### config.mk
export PLATFORM = sky130hd
export DESIGN_NAME = sid_responder
export DESIGN_NICKNAME = d
export VERILOG_FILES = /design/src/rtl/sid_pkg.sv /design/src/rtl/sid_word.sv /design/src/rtl/sid_seq.sv /design/src/rtl/sid_out.sv /design/src/rtl/sid_responder.sv
export SDC_FILE = /design/constraint.sdc
export NUM_CORES = 1
export LEC_CHECK = 0
export BUFFER_PORTS_ARGS = -buffer_cell sky130_fd_sc_hd__buf_2
export CAP_MARGIN = 20
export CORE_AREA = 2 2 49 51
export DETAILED_ROUTE_END_ITERATION = 10
export DIE_AREA = 0 0 51 53
export PLACE_DENSITY = 0.8
export RECOVER_POWER = 25
export SYNTH_ARGS = -nofsm -noshare
export SYNTH_HDL_FRONTEND = slang
export SYNTH_HIERARCHICAL = 1
export SYNTH_SLANG_ARGS = --single-unit
export TNS_END_PERCENT = 20
### constraint.sdc
create_clock -name clk -period 3.2 [get_ports clk]
set_clock_uncertainty 0.2 [all_clocks]
set_input_delay 0.64 -clock clk [delete_from_list [all_inputs] [get_ports clk]]
set_output_delay 0.64 -clock clk [all_outputs]
set_load 0.005 [all_outputs]
### src/rtl/sid_pkg.sv
package sid_pkg;
  typedef enum logic [1:0] {
    SID_IDLE  = 2'd0,
    SID_ARMED = 2'd1,
    SID_SHIFT = 2'd2,
    SID_HOLD  = 2'd3
  } sid_state_t;
endpackage

### src/rtl/sid_word.sv
// Assembles the identifier word from individual bytes; slot 0 of the
// packed input lands in the most significant byte (sent first).
module sid_word #(
  parameter int BYTE_W    = 8,
  parameter int NUM_BYTES = 4,
  parameter logic [NUM_BYTES*BYTE_W-1:0] BYTES_IN = '0
) (
  output logic [NUM_BYTES*BYTE_W-1:0] word
);
  localparam int WORD_W = NUM_BYTES * BYTE_W;

  for (genvar i = 0; i < NUM_BYTES; i++) begin : g_byte
    assign word[WORD_W-1-i*BYTE_W -: BYTE_W] = BYTES_IN[i*BYTE_W +: BYTE_W];
  end
endmodule

### src/rtl/sid_seq.sv
// Bit sequencer: accepts the start strobe, counts SCK falling strobes
// and stops counting once the whole word has been issued.
module sid_seq
  import sid_pkg::*;
#(
  parameter int WORD_W = 32,
  localparam int IDX_W = $clog2(WORD_W),
  localparam int CNT_W = $clog2(WORD_W + 1)
) (
  input  logic             clk,
  input  logic             rst,
  input  logic             cs_n,
  input  logic             start,
  input  logic             busy,
  input  logic             sck_fall,
  output logic             emit,
  output logic [IDX_W-1:0] bit_sel,
  output logic             clear
);
  sid_state_t       state;
  logic [CNT_W-1:0] cnt;
  logic             last_bit;

  assign last_bit = (cnt == CNT_W'(WORD_W - 1));
  assign emit     = !cs_n && sck_fall &&
                    ((state == SID_ARMED) || (state == SID_SHIFT));
  assign bit_sel  = cnt[IDX_W-1:0];
  assign clear    = cs_n;

  always_ff @(posedge clk) begin
    if (rst || cs_n) begin
      state <= SID_IDLE;
      cnt   <= '0;
    end else begin
      case (state)
        SID_IDLE: begin
          if (start && !busy) state <= SID_ARMED;
        end
        SID_ARMED, SID_SHIFT: begin
          if (sck_fall) begin
            cnt   <= cnt + CNT_W'(1);
            state <= last_bit ? SID_HOLD : SID_SHIFT;
          end
        end
        SID_HOLD: state <= SID_HOLD;
        default:  state <= SID_IDLE;
      endcase
    end
  end
endmodule

### src/rtl/sid_out.sv
// Registered output stage: selects the addressed bit, MSB first, and
// keeps it (and the enable) until the selection ends.
module sid_out #(
  parameter int WORD_W = 32,
  localparam int IDX_W = $clog2(WORD_W)
) (
  input  logic              clk,
  input  logic              rst,
  input  logic              clear,
  input  logic              emit,
  input  logic [WORD_W-1:0] word,
  input  logic [IDX_W-1:0]  bit_sel,
  output logic              so,
  output logic              so_oe
);
  logic [IDX_W-1:0] pos;

  assign pos = IDX_W'(WORD_W - 1) - bit_sel;

  always_ff @(posedge clk) begin
    if (rst || clear) begin
      so    <= 1'b0;
      so_oe <= 1'b0;
    end else if (emit) begin
      so    <= word[pos];
      so_oe <= 1'b1;
    end
  end
endmodule

### src/rtl/sid_responder.sv
module sid_responder #(
  parameter int BYTE_W = 8,
  parameter logic [BYTE_W-1:0] MFR_CODE  = 8'h04,
  parameter logic [BYTE_W-1:0] CONT_CODE = 8'h7F,
  parameter logic [BYTE_W-1:0] PROD_HI   = 8'hAA,
  parameter logic [BYTE_W-1:0] PROD_LO   = 8'h03
) (
  input  logic clk,
  input  logic rst,
  input  logic cs_n,
  input  logic sck_fall,
  input  logic start,
  input  logic busy,
  output logic so,
  output logic so_oe
);
  localparam int NUM_BYTES = 4;
  localparam int WORD_W    = NUM_BYTES * BYTE_W;
  localparam int IDX_W     = $clog2(WORD_W);
  localparam logic [WORD_W-1:0] PACKED = {PROD_LO, PROD_HI, CONT_CODE, MFR_CODE};

  logic [WORD_W-1:0] id_word;
  logic              emit;
  logic              clear;
  logic [IDX_W-1:0]  bit_sel;

  sid_word #(
    .BYTE_W   (BYTE_W),
    .NUM_BYTES(NUM_BYTES),
    .BYTES_IN (PACKED)
  ) u_word (
    .word(id_word)
  );

  sid_seq #(
    .WORD_W(WORD_W)
  ) u_seq (
    .clk     (clk),
    .rst     (rst),
    .cs_n    (cs_n),
    .start   (start),
    .busy    (busy),
    .sck_fall(sck_fall),
    .emit    (emit),
    .bit_sel (bit_sel),
    .clear   (clear)
  );

  sid_out #(
    .WORD_W(WORD_W)
  ) u_out (
    .clk    (clk),
    .rst    (rst),
    .clear  (clear),
    .emit   (emit),
    .word   (id_word),
    .bit_sel(bit_sel),
    .so     (so),
    .so_oe  (so_oe)
  );
endmodule

# Word-level counts from Yosys, hierarchy flattened
# Memory sizes are Yosys's and may differ from the RTL's. A register that Yosys moved wholly into a read port is not among the register bits.
# Index checks and enable logic that the tools add are counted.
[op_classes] addsub=2 eq_ne=6 muxes=4 reduce_logical=11
[ops] cell="adder 6 x 1 -> 6 bit (second input constant)" count=1
[ops] cell="equality test 6 x 5 -> 1 bit (second input constant)" count=1
[ops] cell="case mux 2 bit (3 select lines)" count=1
[ops] cell="subtractor 5 bit (first input constant)" count=1
[ops] cell="equality test 2 bit (second input constant)" count=2
[ops] cell="2-to-1 mux 2 bit" count=2
[ops] cell="AND reduction 2 bit" count=2
[ops] cell="logical AND 1 bit" count=3
[ops] cell="equality test 2 x 1 -> 1 bit (second input constant)" count=1
[ops] cell="zero test 1 bit" count=2
[ops] cell="zero test 2 bit" count=1
[ops] cell="logical OR 1 bit" count=2
[ops] cell="!= test 2 x 1 -> 1 bit (second input constant)" count=1
[ops] cell="!= test 2 bit (second input constant)" count=1
[ops] cell="OR reduction 2 bit" count=1
[ops] cell="2-to-1 mux 1 bit" count=1
[word_totals] regBits=9 rom_bits=32 in_bits=6 out_inout_bits=2 elab_cells=27 n_memories=1
[memory_table] memory="(no name shown)" words=32 word_bits=1 rd=1 rd_ports_with_merged_regs=1 write_ports=0 line_no="sid_out.sv:25" source="so <= word[pos];"

# Depth between registers and ports, before layout
# Gate-level depths: netlist of run 1.
[logic_depth] word_depth=4 ltp_mapped=8 mapped_depth_nobuf=6

# Cells and area by module
# The synthesis of run 1 kept the hierarchy.
[modules_own_cells] mod="sid_seq" n_inst=1 cells_per_inst=57 area_per_inst_um2=506.7 seq_area_each_um2=160.2
[modules_own_cells] mod="sid_out" n_inst=1 cells_per_inst=47 area_per_inst_um2=389.1 seq_area_each_um2=40.0
[modules_own_cells] mod="sid_word" n_inst=1 cells_per_inst=34 area_per_inst_um2=247.7 seq_area_each_um2=0.0

# Least setup slack after synthesis of run 1
# OpenSTA, ideal clock, no wires.
[synth_path] path_kind="reg2reg" start="register u_seq.state[0]" end="register u_seq.state[0]" arrival_time_ns=1.375 required_time_ns=2.869 slack_ns=1.494 path_stages_with_launch=6 path_buffers=0 synth_period_minus_slack_ns=1.706 path_cell_list="dfxtp_1 -> inv_1 -> ha_1 -> and2b_2 -> a2111oi_4 -> a211oi_2"
[synth_between] elab_chain_cells=4
[synth_lines] item="start, declared" line_no="sid_seq.sv:20" source="sid_state_t state;"
[synth_lines] item="start signal, assigned" line_no="sid_seq.sv:42" source="state <= last_bit ? SID_HOLD : SID_SHIFT;"
[synth_lines] item="equality test 2 bit or equality test 2 x 1 -> 1 bit (tied branches)" line_no="sid_seq.sv:35" source="case (state)"
[synth_lines] item="OR reduction 2 bit" line_no="sid_seq.sv:35"
[synth_lines] item="!= test 2 bit (no line)"
[synth_lines] item="AND reduction 2 bit (no line)"
# Several ways; a longest one is shown, not always the timed one.
# A chain may end at the register's enable or synchronous reset.

# Worst setup path in the final report of run 1
[layout_path] start="register u_seq.cnt[0]" end="register u_out.so"
[layout_between] elab_chain_cells=1
[layout_lines] item="start, declared" line_no="sid_seq.sv:21" source="logic [CNT_W-1:0] cnt;"
[layout_lines] item="start signal, assigned" line_no="sid_seq.sv:41" source="cnt <= cnt + CNT_W'(1);"
[layout_lines] item="subtractor 5 bit" line_no="sid_out.sv:18" source="assign pos = IDX_W'(WORD_W - 1) - bit_sel;"
[layout_lines] item="end, declared" line_no="sid_out.sv:13" source="output logic so,"
# Every way passes these cells.

==> results_dict.tcl, run 1 <==
set metrics [dict create \
    critPathMaxFanout 13 \
    h-tree-depth 1 \
    initial_utilization 0.532 \
    mostFrequentLayoutCells "conb_1, mux2i_1, dfxtp_1" \
    nets 150 \
    drive_above_1_share 0.129 \
    fin_hold_ws_ns 0.290 \
    fmax_ghz 0.535 \
    rrSetupSlack_ns 1.33 \
    worstPathArrival_ns 1.85 \
    drv_slew 0 \
    clk_pin_slew_ns 0.07 \
    grt_start_max_net_pins 14 \
    clock_latency_ns 0.27 \
    startpoint "u_seq/cnt[0]" \
    ios 8 \
    routedWlPerCell_um 10.2 \
    slowest_stage "dfxtp_1" \
    netlist_instances 138 \
    yosysWarnings 6 \
    utilization 0.488 \
    ir_worst_vdd_mv 0.226 \
    cts_resized 0 \
    dr_total_vias 769 \
    drt-pass1-iter-count 4 \
    critPathCaptureType "flip-flop" \
    area_growth_pct -8.31 \
    hp-class "flip-flop to flip-flop" \
    fp.dieW_um 51 \
    rsz0062_at_grt "no" \
    core_um2 2150 \
    portBuffers 7 \
    avgSynthCellArea_um2 8.29 \
    max_stage_delay_ns 0.53 \
    gp_congestion 0.738 \
    crit_chain "buf_4 > mux2i_1 > a22oi_1 > nand3_1 > and3_1 > a31oi_1" \
    r2r.worst_path.cells 6 \
    ctsLongestPathBuffers 2 \
    power_mw 0.303 \
    r2r-end "u_out/so" \
    grt_usage 0.142 \
    cap_violations 0 \
    grt_pass1_vias 723 \
    cts_tree "done" \
    drcViolationCount 0 \
    clock_sinks 10 \
    power_density_nw_per_um2 289 \
    first_iter_violations 21 \
    netlist_area_um2 1140 \
    synth-seq-cells 10 \
    period_share 0.584 \
    worstHoldStart "u_out/so_oe" \
    whs_path_depth 1 \
    setup_tns_ns 0 \
    setup_viol 0 \
    ys_types 36 \
    rows 17 \
    cts_setup_buffers 0 \
    die_h_um 53 \
    leakagePower_nw 0.425 \
    ant_nets 0 \
    min_period_ns 1.87 \
    min_to "u_out/so_oe" \
    criticalPathCategory "flip-flop to flip-flop" \
    status "complete, no violations" \
    r2r_start "u_seq/cnt[0]" \
    hpwl_um 1250 \
    diodes 0 \
    cts_root_buffer "clkbuf_4" \
    overflow 0 \
    numCtsBuffers 3 \
    final_common_cell "conb_1" \
    cts_hold_buffers 0 \
    wirelength_um 1710 \
    seq_area_frac_synth 0.175 \
    hold_viol 0 \
    antenna_found_initial 0 \
    required_ns 3.18 \
    critPathLaunchType "flip-flop" \
    grt_pass1_wl_um 2890 \
    vias_per_cell 4.60 \
    die_area_um2 2700 \
]
==> worst max-delay path, delay by kind of cell (launching register included) <==
family	cells	cell delay (ns)
flops	1	0.53
compound gates	2	0.35
buf+inv	1	0.31
simple gates	2	0.29
mux	1	0.11
==> power by group <==
group	switching, mW	internal (mW)	leakage (nW)
registers	0.00227	0.127	0.0808
logic	0.0327	0.0253	0.323
clock network	0.0471	0.0691	0.0210
total	0.0821	0.221	0.425
==> worst max-delay path by stage <==
stage	endpoint	slack (ns)	cells past startpoint
finish	u_out/so	1.33	6
global route	u_out/so	1.18	6
CTS	u_out/so	1.29	6
detailed placement	u_seq/state[0]	1.36	5
global placement	u_seq/state[0]	1.42	4
floorplan	u_seq/state[0]	1.49	5
==> kinds of logic (layout without fill, tap and decap cells) <==
group                    count (synthesis)  in the layout  share of synthesized area
buffers and inverters                   45             16                      0.294
AO/OA/AOI/OAI                           24             24                      0.160
flip-flops                              10             10                      0.175
adder cells (fa/ha/maj)                  4              4                     0.0438
other                                    2             32                    0.00657
multiplexers                            16             16                      0.140
AND/OR/NAND/NOR                         35             35                      0.165
XOR/XNOR                                 2              2                     0.0153
==> sequential cells by signal (all words and copies together), names as in the netlist <==
signal	flops
u_out/so_oe	1
u_seq/state	2
u_seq/cnt	6
u_out/so	1
==> layout make-up <==
type	instances	area, um^2
Clock buffer	4	36.3
Sequential cell	10	200
Tap cell	28	35.0
Fill cell	206	1100
Inverter	4	15.0
Multi-Input combinational cell	113	719
Timing Repair Buffer	8	42.5
==> routing by layer <==
metal,vias up,share of wire,global-route usage
met3,2,0.038,0.00847
met4,0,0.0064,0.0541
met1,333,0.46,0.166
li1,408,-,-
met5,-,0,0
met2,26,0.49,0.268
==> synthesized netlist by cell type <==
library cell / instances / share of area
a211oi_1: 3 / 0.020
nand3_1: 6 / 0.026
a21o_2: 1 / 0.0077
inv_1: 4 / 0.013
dfxtp_1: 10 / 0.18
nor2_1: 5 / 0.016
a22oi_1: 3 / 0.020
xnor2_1: 1 / 0.0077
o21ai_0: 4 / 0.018
a21oi_1: 6 / 0.026
nand2b_1: 1 / 0.0055
nor2b_1: 2 / 0.011
buf_4: 38 / 0.25
conb_1: 2 / 0.0066
and2b_2: 1 / 0.0077
a211oi_2: 1 / 0.011
or2_0: 1 / 0.0055
a21oi_2: 1 / 0.0077
ha_1: 4 / 0.044
a22o_1: 1 / 0.0077
and3_1: 2 / 0.011
or3_1: 4 / 0.022
xor2_1: 1 / 0.0077
nand4b_1: 1 / 0.0077
buf_6: 1 / 0.0098
a21o_1: 1 / 0.0066
o21a_1: 1 / 0.0066
nand4_1: 1 / 0.0055
mux2i_1: 16 / 0.14
nand2_1: 9 / 0.030
a31oi_1: 1 / 0.0055
nand2b_4: 1 / 0.012
a2111oi_4: 1 / 0.024
buf_12: 1 / 0.018
and2_1: 1 / 0.0055
buf_2: 1 / 0.0044
==> metrics by stage <==
| stage | setup slack, ns | std cells | instance area [um^2] |
|---|---|---|---|
| after detailed placement | 1.36 | 163 | 1010 |
| after global routing | 1.18 | 167 | 1050 |
| after floorplan | 1.49 | 168 | 1260 |
| after global placement | 1.42 | 163 | 1010 |
| after CTS | 1.29 | 167 | 1050 |
| final | 1.33 | 167 | 1050 |
Power figures use the tool's default switching activity.
==> inputs of run 2 (changes only) <==
--- a/config.mk
+++ b/config.mk
@@ -7,9 +7,9 @@
 export LEC_CHECK = 0
 export BUFFER_PORTS_ARGS = -buffer_cell sky130_fd_sc_hd__buf_2
 export CAP_MARGIN = 20
-export CORE_AREA = 2 2 49 51
+export CORE_AREA = 2 2 50 52
 export DETAILED_ROUTE_END_ITERATION = 10
-export DIE_AREA = 0 0 51 53
+export DIE_AREA = 0 0 52 54
 export PLACE_DENSITY = 0.8
 export RECOVER_POWER = 25
 export SYNTH_ARGS = -nofsm -noshare
==> constraint.sdc (replaced) <==
create_clock -name clk -period 1.6 [get_ports clk]
set_clock_uncertainty 0.2 [all_clocks]
set_input_delay 0.32 -clock clk [delete_from_list [all_inputs] [get_ports clk]]
set_output_delay 0.32 -clock clk [all_outputs]
set_load 0.005 [all_outputs]
==> run 2 against run 1 <==
  * Count of clock-buffer cells in the layout is the same
  * First-iteration DRC count grew 19%
  * Critical endpoint is now u_seq/cnt[5]
  * Largest cell class unchanged
  * Via count grew 5.2%
  * Critical path type unchanged
  * Highest routed layer unchanged
==> results_dict.tcl, run 2 (synthesized netlist as in run 1, its figures left out) <==
set metrics [dict create \
    rsz0062_at_grt "yes" \
    max_stage_delay_ns 0.35 \
    place_inst 169 \
    n_fill_cell 220 \
    dr_total_vias 809 \
    drv_slew 0 \
    final_common_cell "conb_1" \
    grt_pass1_wl_um 3140 \
    critPathLaunchType "flip-flop" \
    clock_latency_ns 0.26 \
    grt_pass1_vias 776 \
    required_ns 1.60 \
    multi_input_area_um2 747 \
    ant_nets 0 \
    slowest_stage "or3_1" \
    area_growth_pct -1.86 \
    hp-class "input pin to flip-flop" \
    clk_pin_slew_ns 0.07 \
    ff_latch_area_um2 208 \
    first_iter_violations 25 \
    rrSetupSlack_ns 0.02 \
    preCtsSetupSlack_ns -0.0826 \
    fin_area_um2 1120 \
    numCtsBuffers 3 \
    grt_start_max_net_pins 10 \
    overflow 0 \
    die_area_um2 2810 \
    mostFrequentLayoutCells "conb_1, mux2i_1, nand2_1" \
    hpwl_um 1380 \
    antenna_found_initial 0 \
    worstPathArrival_ns 1.57 \
    ios 8 \
    status "complete, no violations" \
    grt_usage 0.148 \
    period_share 0.987 \
    cts_hold_buffers 0 \
    drcViolationCount 0 \
    criticalPathCategory "flip-flop to flip-flop" \
    gp_congestion 0.842 \
    drive_above_1_share 0.229 \
    cts_tree "done" \
    portBuffers 7 \
    cap_violations 0 \
    nets 155 \
    vias_per_cell 4.65 \
    initial_utilization 0.493 \
    leakagePower_nw 0.449 \
    placed_area_um2 1060 \
    ir_worst_vdd_mv 0.447 \
    critPathCaptureType "flip-flop" \
    fmax_ghz 0.634 \
    clock_sinks 10 \
    crit_chain "inv_2 > ha_4 > nand4_1 > or3_1 > a21oi_1" \
    setup_ws_ns 0.0215 \
    fin_cells 174 \
    largest_reg_flops 6 \
    power_density_nw_per_um2 559 \
    rows 18 \
    setup_tns_ns 0 \
    wirelength_um 1750 \
    fp.dieW_um 52 \
    regMostFlops "u_seq/cnt" \
    ctsLongestPathBuffers 2 \
    min_period_ns 1.58 \
    drt-pass1-iter-count 4 \
    largestRegisters "u_seq/cnt (6), u_seq/state (2)" \
    hold_viol 0 \
    setup_viol 0 \
    diodes 0 \
    routedWlPerCell_um 10.0 \
    h-tree-depth 1 \
    core_um2 2320 \
    die_h_um 54 \
    cts_root_buffer "clkbuf_4" \
    critPathMaxFanout 5 \
]
[run 2: cell types whose count changed in the layout (fill, tap and decap cells not counted), sizes merged]
cell	before	now
clkbuf	4	5
buf	8	12
[run 2: metrics by stage]
step | hold slack [ns] | utilization | power (mW)
finish | 0.121 | 0.484 | 0.627
global route | 0.137 | 0.484 | 0.672
CTS | 0.112 | 0.476 | 0.628
detailed placement | 0.254 | 0.456 | 0.394
global placement | 0.246 | 0.456 | 0.388
floorplan | 0.254 | - | 0.427
[run 2: layout make-up]
cell class | instances | share of cell area
multi-input combinational | 113 | 0.666
tap | 30 | 0.0334
clock buffer | 4 | 0.0323
inverter | 4 | 0.0134
timing repair buffer | 13 | 0.0702
sequential | 10 | 0.185
[run 2: final timing paths]
| kind | to | depth (start not counted) | start |
|---|---|---|---|
| max | u_seq/cnt[5] | 5 | u_seq/state[1] |
| min | u_out/so_oe | 3 | rst |
| max reg2reg | u_seq/cnt[5] | 5 | u_seq/state[1] |
| min reg2reg | u_out/so_oe | 1 | u_out/so_oe |
[run 2: where the power goes]
group	internal [mW]	leakage [nW]	switching, mW
logic	0.0708	0.345	0.0734
registers	0.254	0.0830	0.00556
clock network	0.138	0.0210	0.0853
[run 2: per-layer routing]
layer / share of wire / track usage
met1: 0.43 / 0.164
met2: 0.53 / 0.268
met3: 0.021 / 0.0194
met4: 0.021 / 0.0921
met5: 0 / 0
[run 2: worst max-delay path: cells and delay by family (launching register included)]
kind / cells / cell delay, ns
buf+inv: 1 / 0.05
simple gates: 2 / 0.51
fa+ha+maj: 1 / 0.27
flops: 1 / 0.34
compound gates: 1 / 0.14
[run 2: timing repair]
item,CTS,global route
cloned,0,0
gates resized for setup,3,6
setup endpoints to repair,4,6
buffers inserted,1,0
pin swaps,5,3
